[config.mk]
export PLATFORM = sky130hd
export DESIGN_NAME = bit_sync
export DESIGN_NICKNAME = d
export VERILOG_FILES = /design/src/rtl/bit_sync.sv
export SDC_FILE = /design/constraint.sdc
export NUM_CORES = 1
export LEC_CHECK = 0
export BUFFER_PORTS_ARGS = -buffer_cell sky130_fd_sc_hd__buf_2
export CAP_MARGIN = 20
export CORE_MARGIN = 2
export CORE_UTILIZATION = 55
export CTS_CLUSTER_SIZE = 25
export DETAILED_ROUTE_END_ITERATION = 7
export PLACE_DENSITY = 0.74
export SYNTH_ARGS = -nofsm -noshare
export SYNTH_HDL_FRONTEND = slang
export SYNTH_SLANG_ARGS = --single-unit
[constraint.sdc]
create_clock -name clk -period 19.55 [get_ports clk]
set_input_delay 3.91 -clock clk [delete_from_list [all_inputs] [get_ports clk]]
set_output_delay 3.91 -clock clk [all_outputs]
set_load 0.02 [all_outputs]
[src/rtl/bit_sync.sv]
module bit_sync #(
  parameter int BRP_W = 6,
  parameter int SEG_W = 3,
  parameter int SJW_W = 2
) (
  input  logic             clk,
  input  logic             rst_n,
  input  logic             rx_in,
  input  logic [BRP_W-1:0] brp,
  input  logic [SEG_W-1:0] prop_seg,
  input  logic [SEG_W-1:0] ph1_seg,
  input  logic [SEG_W-1:0] ph2_seg,
  input  logic [SJW_W-1:0] sjw,
  input  logic             triple_en,
  input  logic             tx_dom,
  input  logic             sof_en,
  output logic             rx_bit,
  output logic             sample_stb,
  output logic             tx_stb
);
  localparam int PW = BRP_W + 1;
  localparam int QW = $clog2(3 * (1 << SEG_W) + (1 << SJW_W) + 1);

  logic [PW-1:0] pre;
  logic [QW-1:0] q, ext, shr;
  logic          ok, rx_s, rx_d;
  logic [1:0]    sh;

  wire [QW-1:0] t1   = QW'(prop_seg) + QW'(ph1_seg) + QW'(2);
  wire [QW-1:0] t2   = (ph2_seg == '0) ? QW'(2) : QW'(ph2_seg) + QW'(1);
  wire [QW-1:0] jw   = QW'(sjw) + QW'(1);
  wire          tick = (pre == {brp, 1'b1});
  wire          fall = rx_d & ~rx_s;
  wire          hs   = fall & ok & sof_en;
  wire          rs   = fall & ok & ~sof_en & ~tx_dom;

  wire [QW-1:0] s_pt  = t1 + ext;
  wire [QW-1:0] b_pt  = s_pt + t2 - shr;
  wire          late  = rs && (q != '0) && (q <= s_pt);
  wire          early = rs && (q > s_pt);
  wire [QW-1:0] rem   = b_pt - q + QW'(1);
  wire          cut   = early && (rem <= jw);
  wire [QW-1:0] add   = (q < jw) ? q : jw;

  wire [QW-1:0] s_eff = late ? s_pt + add : s_pt;
  wire [QW-1:0] b_eff = late ? b_pt + add : (early && !cut) ? b_pt - jw : b_pt;

  wire smp = tick && !hs && !cut && (q == s_eff);
  wire eob = tick && !hs && !cut && (q == b_eff);
  wire maj = (sh[1] & sh[0]) | (sh[1] & rx_s) | (sh[0] & rx_s);

  always_ff @(posedge clk) begin
    if (!rst_n) begin
      pre        <= '0;
      q          <= '0;
      ext        <= '0;
      shr        <= '0;
      ok         <= 1'b1;
      rx_s       <= 1'b1;
      rx_d       <= 1'b1;
      sh         <= 2'b11;
      rx_bit     <= 1'b1;
      sample_stb <= 1'b0;
      tx_stb     <= 1'b0;
    end else begin
      rx_s       <= rx_in;
      rx_d       <= rx_s;
      sample_stb <= smp;
      tx_stb     <= eob | cut;
      if (tick) sh <= {sh[0], rx_s};
      if (smp) rx_bit <= triple_en ? maj : rx_s;
      if (hs || rs) ok <= 1'b0;
      else if (smp) ok <= 1'b1;
      if (hs || cut) begin
        pre <= '0;
        q   <= '0;
        ext <= '0;
        shr <= '0;
      end else begin
        pre <= tick ? '0 : pre + PW'(1);
        if (late)  ext <= add;
        if (early) shr <= jw;
        if (eob) begin
          q   <= '0;
          ext <= '0;
          shr <= '0;
        end else if (tick) begin
          q <= q + QW'(1);
        end
      end
    end
  end
endmodule

## Word level (Yosys, flattened, before mapping)

Cells that the tools add are included.
Widths: inputs -> output; s select.

- Input bits: 23
- Register bits: 30
- Output and inout bits: 3

- Reduce and logical (&&, ||, !) cells: 18
- Add/subtract/negate cells: 14
- Equality and inequality tests: 3
- Bitwise logic cells: 15
- Mux-type cells: 8
- Order comparisons: 4

Operators by type and width:

| operator | count |
|---|---|
| $mux 5 | 4 |
| $add 5x5->5 | 3 |
| $add 5x1->5 const B | 2 |
| $eq 5x5->1 | 2 |
| $sub 5x5->5 | 2 |
| $logic_and 1x1->1 | 9 |
| $and 1x1->1 | 8 |
| $add 7x1->7 const B | 1 |
| $eq 7x7->1 | 1 |
| $reduce_or 3->1 | 2 |
| $add 4x2->5 const B | 1 |
| $add 5x4->5 | 1 |
| $gt 5x5->1 | 1 |
| $le 5x3->1 | 1 |
| $le 5x5->1 | 1 |
| $lt 5x3->1 | 1 |
| $reduce_bool 5->1 | 1 |
| $sub 5x3->5 | 1 |
| $add 3x1->4 const B | 1 |
| $add 3x3->4 | 1 |
| $mux 4 | 1 |
| $not 1->1 | 4 |
| $add 2x1->3 const B | 1 |
| $logic_not 3->1 | 1 |
| 5 further kinds | 11 |

## Logic depth before layout (Yosys ltp)

Gate-level depths: netlist (run 1).

- Depth after elaboration: 16
- Depth in mapped cells: 24
- Mapped depth without buffers: 23

## Least setup slack after synthesis (run 1)

No wires, ideal clock.

- Path type: input port to flip-flop
- Start point: input port prop_seg[0]
- End point: register q[3]
- Setup time: 0.124 ns
- Data arrival time: 9.800 ns
- Stages: 21
- Path buffers: 1
- Required time: 19.426 ns
- Path slack: 9.626 ns
- Cells stage by stage: fa_1 -> inv_1 -> ha_1 -> or2_2 -> fa_1 -> fa_1 -> inv_1 -> fa_1 -> xnor2_1 -> ha_1 -> ha_1 -> a21o_1 -> a21oi_1 -> xnor2_2 -> xnor3_2 -> a21oi_2 -> mux2i_1 -> o22ai_2 -> a2111oi_4 -> buf_6 -> nor3_2

- Word-level cells in the longest chain between the ends: 16
- Elaborated cells between the ends (all ways): 24
- Classes of those cells: add/sub (9); order compare (3); eq/ne (1); mux (2); reduce/logical (9)

Ends and longest elaborated chain:

| what | line | RTL |
|---|---|---|
| from (decl) | 10 | `input logic [SEG_W-1:0] prop_seg,` |
| $add 3x3->4 * | 29 | `wire [QW-1:0] t1 = QW'(prop_seg) + QW'(ph1_seg) + QW'(2);` |
| $add 4x2->5 * | 29 |  |
| $add 5x5->5 * | 37 | `wire [QW-1:0] s_pt = t1 + ext;` |
| $add 5x4->5 | 38 | `wire [QW-1:0] b_pt = s_pt + t2 - shr;` |
| $sub 5x5->5 | 38 |  |
| $sub 5x5->5 | 41 | `wire [QW-1:0] rem = b_pt - q + QW'(1);` |
| $add 5x1->5 | 41 |  |
| $le 5x3->1 | 42 | `wire cut = early && (rem <= jw);` |
| $logic_and 1x1->1 | 42 |  |
| $logic_not 1->1 | 46, 49 |  |
| $logic_and 1x1->1 | 46 | `wire [QW-1:0] b_eff = late ? b_pt + add : (early && !cut) ? b_pt - jw : b_pt;` |
| $mux 5 (2 in series) | 46 |  |
| $eq 5x5->1 | 49 | `wire eob = tick && !hs && !cut && (q == b_eff);` |
| $logic_and 1x1->1 | 49 |  |
| $reduce_or 3->1 (no line) * | - |  |
| to (signal assigned) | 88 | `q <= q + QW'(1);` |
| to (decl) | 25 | `logic [QW-1:0] q, ext, shr;` |

Every way passes the cells marked *; elsewhere a longest branch is shown, timed or not.
A chain may end at the register's enable or synchronous reset.

## Worst setup path in the final report (run 1)

- Start point: input port prop_seg[0]
- End point: register q[2]

The elaborated chain is that of the path after synthesis.

==> results of run 1 <==
## through the flow
step / setup slack [ps] / hold WS (ps)
floorplan: 9630 / 430
global placement: 8670 / 450
detailed placement: 8530 / 459
CTS: 8780 / 478
global route: 8590 / 490
finish: 8950 / 472
## final timing paths
path,startpoint,end,slack [ps],cells past startpoint
setup reg to reg,ext[0],q[2],12410,22
hold reg to reg,ext[3],ext[3],470,2
hold / removal,ext[3],ext[3],470,2
setup / recovery,prop_seg[0],q[2],8950,23
## state kept, by name, summed over array words and instances, names as in the netlist
register and cells:
sample_stb 1, tx_stb 1, ok 1, sh 2, pre 7, rx_s 1, shr 3, rx_bit 1
rx_d 1, q 5, ext 5
## area by class of cell
cell class	count	area [um^2]
Sequential cell	28	561
Timing Repair Buffer	26	136
Clock buffer	3	41.3
Fill cell	527	2140
Multi-Input combinational cell	276	2430
Tap cell	72	90.1
Clock inverter	1	30.0
Inverter	38	143
## cell usage in the layout (no fill, tap or decap), types with 2 or more instances in the layout
cell type	count
a211o_1	2
a211oi_1	3
a21bo_2	2
a21o_1	10
a21oi_1	19
a21oi_2	3
and2_1	2
and3_1	2
buf_2	25
clkbuf_8	3
conb_1	2
dfxtp_1	28
fa_1	10
ha_1	46
inv_1	38
mux2i_1	9
nand2_1	13
nand2b_1	6
nand3_1	9
nand3b_1	2
nand4_1	5
nor2_1	21
nor2b_1	3
nor3_1	6
nor3_2	10
nor4_1	2
nor4_4	2
o211ai_1	2
o21a_1	5
o21ai_0	8
o21ai_1	2
o31ai_1	3
or2_2	2
xnor2_1	25
xor2_1	11
## kinds of logic after synthesis
| logic type | count (synthesis) | synth area share (%) |
|---|---|---|
| and+or+nand+nor | 93 | 17.5 |
| AOI/OAI and AO/OA | 75 | 17.9 |
| adders and majority gates | 56 | 24.2 |
| buffers and inverters | 46 | 6.75 |
| xor gates and xnor gates | 41 | 13.2 |
| DFF | 28 | 17.5 |
| muxes | 9 | 2.81 |
| other | 1 | 0.117 |
## report_power, final
part | switching (mW) | internal (mW) | total, mW
registers | 0.00103 | 0.0580 | 0.0590
clock network | 0.0185 | 0.0274 | 0.0459
logic | 0.131 | 0.105 | 0.237
## layer usage
metal / up-vias / wire, um / track usage (%)
met1: 1171 / 3180 / 30.8
met2: 58 / 3350 / 38.5
li1: 1272 / - / -
met3: 12 / 312 / 2.13
met5: - / 0 / 0
met4: 0 / 129 / 6.44
## tightest hold or removal path: stages (launching register included)
cell and delay [ps]:
dfxtp_1 330, nand2_1 70, nor3_2 40
==> key figures, run 1 <==
GRT
  • Initial antenna violation count: 0
  • First-pass GRT wire length: 11400 um
  • Largest net degree at the start of global routing: 17
  • Total GRT Usage: 22.7%
  • Grt ovf: 0
  • Number of global-route vias before repair: 2421

Setup path
  • Worst setup EP type: flop
  • CP peak stage delay: 680 ps
  • Crit-path most repeated cell: ha_1
  • Worst-path fanout max: 8
  • CP Cell Sequence: buf_2 > fa_1 > inv_1 > ha_1 > or2_2 > fa_1 > xnor2_1 > fa_1 > inv_1 > ha_1 > xnor2_1 > ha_1 > ha_1 > a21o_1 > a21oi_1 > xnor2_2 > xnor3_2 > a21oi_2 > mux2i_1 > o22ai_2 > a2111oi_4 > buf_6 > nor3_1
  • Critical Path Start Type: input pin
  • Critical path class: input pin to flop
  • Worst path top cell family by delay: adder cells
  • Req. time, crit path: 19690 ps
  • Buf+Inv Stages, Crit Path: 4
  • Crit path DAT: 10730 ps
  • CP max stage cell: a2111oi_4

STA
  • Sum Neg Setup Slack: 0 ps
  • Fmax achieved: 94.4 MHz
  • Endpoints failing setup: 0
  • Clk_skew: 1.76 ps
  • Hold Vio Cnt, Final: 0
  • Fin crit share: 54.2%
  • Slew at the pin with the worst max-slew slack: 816 ps
  • Slew Limit Headroom: 45.5%
  • Final worst path period need: 10600 ps
  • Unrepaired setup endpoints after global routing: no
  • Slew Limit Fails: 0

Cells and area
  • # nets final: 452
  • Cell area after layout: 3430 um^2
  • Ratio of cells with drive above 1 in the final layout: 17.7%
  • Syn-to-layout area delta: 7.10%
  • Finished Layout Cells: 444
  • Final Core Density: 61.6%
  • Ant. Diodes: 0

Route
  • Routed WL: 6980 um
  • Routed vias: 2513
  • Iter 0 DRT Violations: 135
  • Vias/cell: 5.66
  • DRT Pass-1 Iters: 4
  • Routed wire length per instance: 15.7 um
  • Residual DRC: 0
  • Final ANT Viol Nets: 0

Run
  • Max Cap Viol: 0

Clocking
  • Hold Buf Count CTS: 0
  • Clock transition at the registers of the reported paths: 100 ps
  • # Post-CTS Setup Buffers: 0
  • PostCTS Resize Cnt: 0
  • Clock Sink Count: 28
  • Root Buffer: clkbuf_8
  • Clock buffer depth: 2
  • Clock latency on the worst-skew pair: 270 ps
  • CTS Buf Count: 3
  • CTS tree: done
  • H-tree depth: 1

Floorplan
  • Ports: 26
  • FP Rows: 27
  • Die X: 80.3 um
  • Starting Density: 57.5%
  • Core footprint: 5570 um^2
  • Die area: 6460 um^2
  • Die Ht: 80.3 um

Pwr
  • Total power: 0.342 mW
  • Pwr Density: 99.5 nW/um^2
  • Leakage power: 1.55 nW
  • Worst vdd ir: 99.1 uV

Placed design
  • Inst Count DP: 439
  • GP Congestion: 0.973
  • I/O Buffers: 25
  • Post-DP Area: 3350 um^2
  • Detailed placement HPWL: 5760 um

Synth
  • Synth Instances: 349
  • Syn avg cell area: 9.19 um^2
  • Ys flop type: dfxtp_1
  • Distinct cell type count after synthesis: 67
  • Mapped Area: 3210 um^2
  • Top cell types by occurrence after synthesis: ha_1 (46), inv_1 (38), dfxtp_1 (28)
  • Post-synth EDFFs: 0
  • Cell with the most instances after synthesis: ha_1
  • Top cell type's share of synthesized area: 18.0%
  • Seq/Total Area, Yosys: 17.5%
  • Ys async rst share: 0%
  • Syn. warnings: 0
  • Top post-synthesis cells by area: ha_1 (18%), dfxtp_1 (17%), xnor2_1 (6.8%)
  • Cell taking the most area after synthesis: ha_1
  • Synth Register Bits: 28

Outcome
  • Outcome: completed

Min path
  • Worst hold path class: flop to flop
Note: power is estimated with default switching activity, not from simulation.
==> inputs of run 2 (changes only) <==
- clock period: 19.55 -> 9.8 ns (I/O delays scaled with it)
==> key figures, run 2 (synthesis results as in run 1) <==
STA
  • Unrepaired setup endpoints after global routing: no
  • Fmax achieved: 121 MHz
  • Clk_skew: 2.05 ps
  • Hold WS: 480 ps
  • Endpoints failing setup: 0
  • Fin crit share: 84.6%
  • Slew Limit Headroom: 53.2%
  • Sum Neg Setup Slack: 0 ps
  • Hold Vio Cnt, Final: 0
  • Slew Limit Fails: 0
  • Worst setup margin: 1510 ps
  • Slew at the pin with the worst max-slew slack: 693 ps
  • Final worst path period need: 8290 ps

Pwr
  • Pwr Density: 196 nW/um^2
  • Power share of the clock group: 13.5%
  • Flop pwr share: 17.5%
  • Total power: 0.673 mW
  • Worst vdd ir: 224 uV
  • Net Sw Frac: 43.6%
  • Psw: 0.293 mW
  • Power share of the combinational group: 69.0%
  • Leakage power: 1.55 nW
  • Internal power: 0.380 mW

Route
  • Vias/cell: 5.64
  • Final ANT Viol Nets: 0
  • Routed WL: 6790 um
  • Iter 0 DRT Violations: 55
  • Residual DRC: 0
  • DRT Pass-1 Iters: 4
  • Routed vias: 2508
  • Routed wire length per instance: 15.2 um

Clocking
  • H-tree depth: 1
  • Clock transition at the registers of the reported paths: 100 ps
  • Root Buffer: clkbuf_8
  • # Post-CTS Setup Buffers: 0
  • Clock latency on the worst-skew pair: 270 ps
  • CTS Buf Count: 3
  • Hold Buf Count CTS: 0
  • PostCTS Resize Cnt: 0
  • Clock buffer depth: 2
  • CTS tree: done
  • Clock Sink Count: 28

Cells and area
  • Cell area after layout: 3440 um^2
  • Most frequent cells in the layout: ha_1 (46), inv_1 (38), dfxtp_1 (28), xnor2_1 (25), buf_2 (25)
  • Finished Layout Cells: 445
  • # nets final: 453
  • Fillers: 514
  • Final Core Density: 61.7%
  • Ant. Diodes: 0
  • Largest register FFs: 7
  • Biggest register: pre
  • Commonest non-fill, non-tap cell in the layout: ha_1
  • Biggest regs: pre x7, ext x5, q x5
  • Syn-to-layout area delta: 7.22%
  • Ratio of cells with drive above 1 in the final layout: 18.0%

Setup path
  • CP Cell Sequence: buf_2 > fa_1 > inv_1 > ha_1 > or2_2 > fa_1 > fa_1 > inv_1 > fa_1 > xnor2_1 > ha_1 > ha_1 > a21o_1 > a21oi_1 > xnor2_2 > xnor3_2 > a21oi_2 > mux2i_1 > o22ai_2 > a2111oi_4 > buf_4 > nor3_1
  • CP max stage cell: xnor2_1
  • Worst setup EP type: flop
  • Critical Path Start Type: input pin
  • Req. time, crit path: 9960 ps
  • Critical path class: input pin to flop
  • Worst-path fanout max: 14
  • Crit-path most repeated cell: fa_1
  • CP peak stage delay: 580 ps
  • Crit path DAT: 8460 ps

Placed design
  • Detailed placement HPWL: 5680 um
  • Post-DP Area: 3370 um^2
  • Pre-CTS setup slack: 1200 ps
  • Inst Count DP: 441
  • GP Congestion: 0.963
  • I/O Buffers: 25

Floorplan
  • Die Ht: 80.3 um
  • Die X: 80.3 um
  • FP Rows: 27
  • Ports: 26
  • Core footprint: 5570 um^2
  • Starting Density: 57.5%
  • Die area: 6460 um^2

Outcome
  • Outcome: completed

GRT
  • Largest net degree at the start of global routing: 17
  • Total GRT Usage: 22.9%
  • First-pass GRT wire length: 11600 um
  • Grt ovf: 0
  • Number of global-route vias before repair: 2559
  • Initial antenna violation count: 0

Run
  • Max Cap Viol: 0

Min path
  • Worst hold path class: flop to flop
## run 2: cell types whose count changed in the layout (fill, tap and decap cells not counted)
cell | before | now
buf_6 | 1 | 0
buf_4 | 0 | 2
## run 2: critical path: cells and delay by family
kind,cells,cell delay [ps]
AO/OA/AOI/OAI,5,1080
AND/OR/NAND/NOR,2,360
adder cells (fa/ha/maj),7,2980
buffers and inverters,4,540
multiplexers,1,250
XOR/XNOR,3,1270
## run 2: cell type report
class                   instances  area [um^2]  share of cell area, %
multi-input cells             276         2430                   70.8
well taps                      72         90.1                   2.62
clock inverters                 1         30.0                  0.874
clock buffers                   3         41.3                   1.20
inverters                      38          143                   4.15
flip-flops and latches         28          561                   16.3
repair buffers                 27          140                   4.08
## run 2: per-layer routing
layer	track usage, %	vias to the layer above	part of all wire, %	routed length [um]
li1	-	1278	-	-
met1	28.4	1185	46	3100
met2	41.7	37	51	3430
met3	2.81	8	2.7	182
met4	5.76	0	1.0	69
met5	0	-	0	0
## run 2: worst paths after layout
kind,from,endpoint,slack (ps),cells after the start
worst min register to register,pre[0],pre[0],480,1
worst max register to register,ext[0],q[2],2990,21
worst min-delay path,pre[0],pre[0],480,1
worst max-delay path,prop_seg[0],q[2],1510,22
## run 2: power groups by stage
stage | registers (mW) | logic (mW) | clock network (mW)
final | 0.118 | 0.464 | 0.0909
after global routing | 0.118 | 0.510 | 0.0972
after CTS | 0.118 | 0.464 | 0.0924
after detailed placement | 0.120 | 0.461 | 0
after global placement | 0.120 | 0.452 | 0
after floorplan | 0.120 | 0.383 | 0
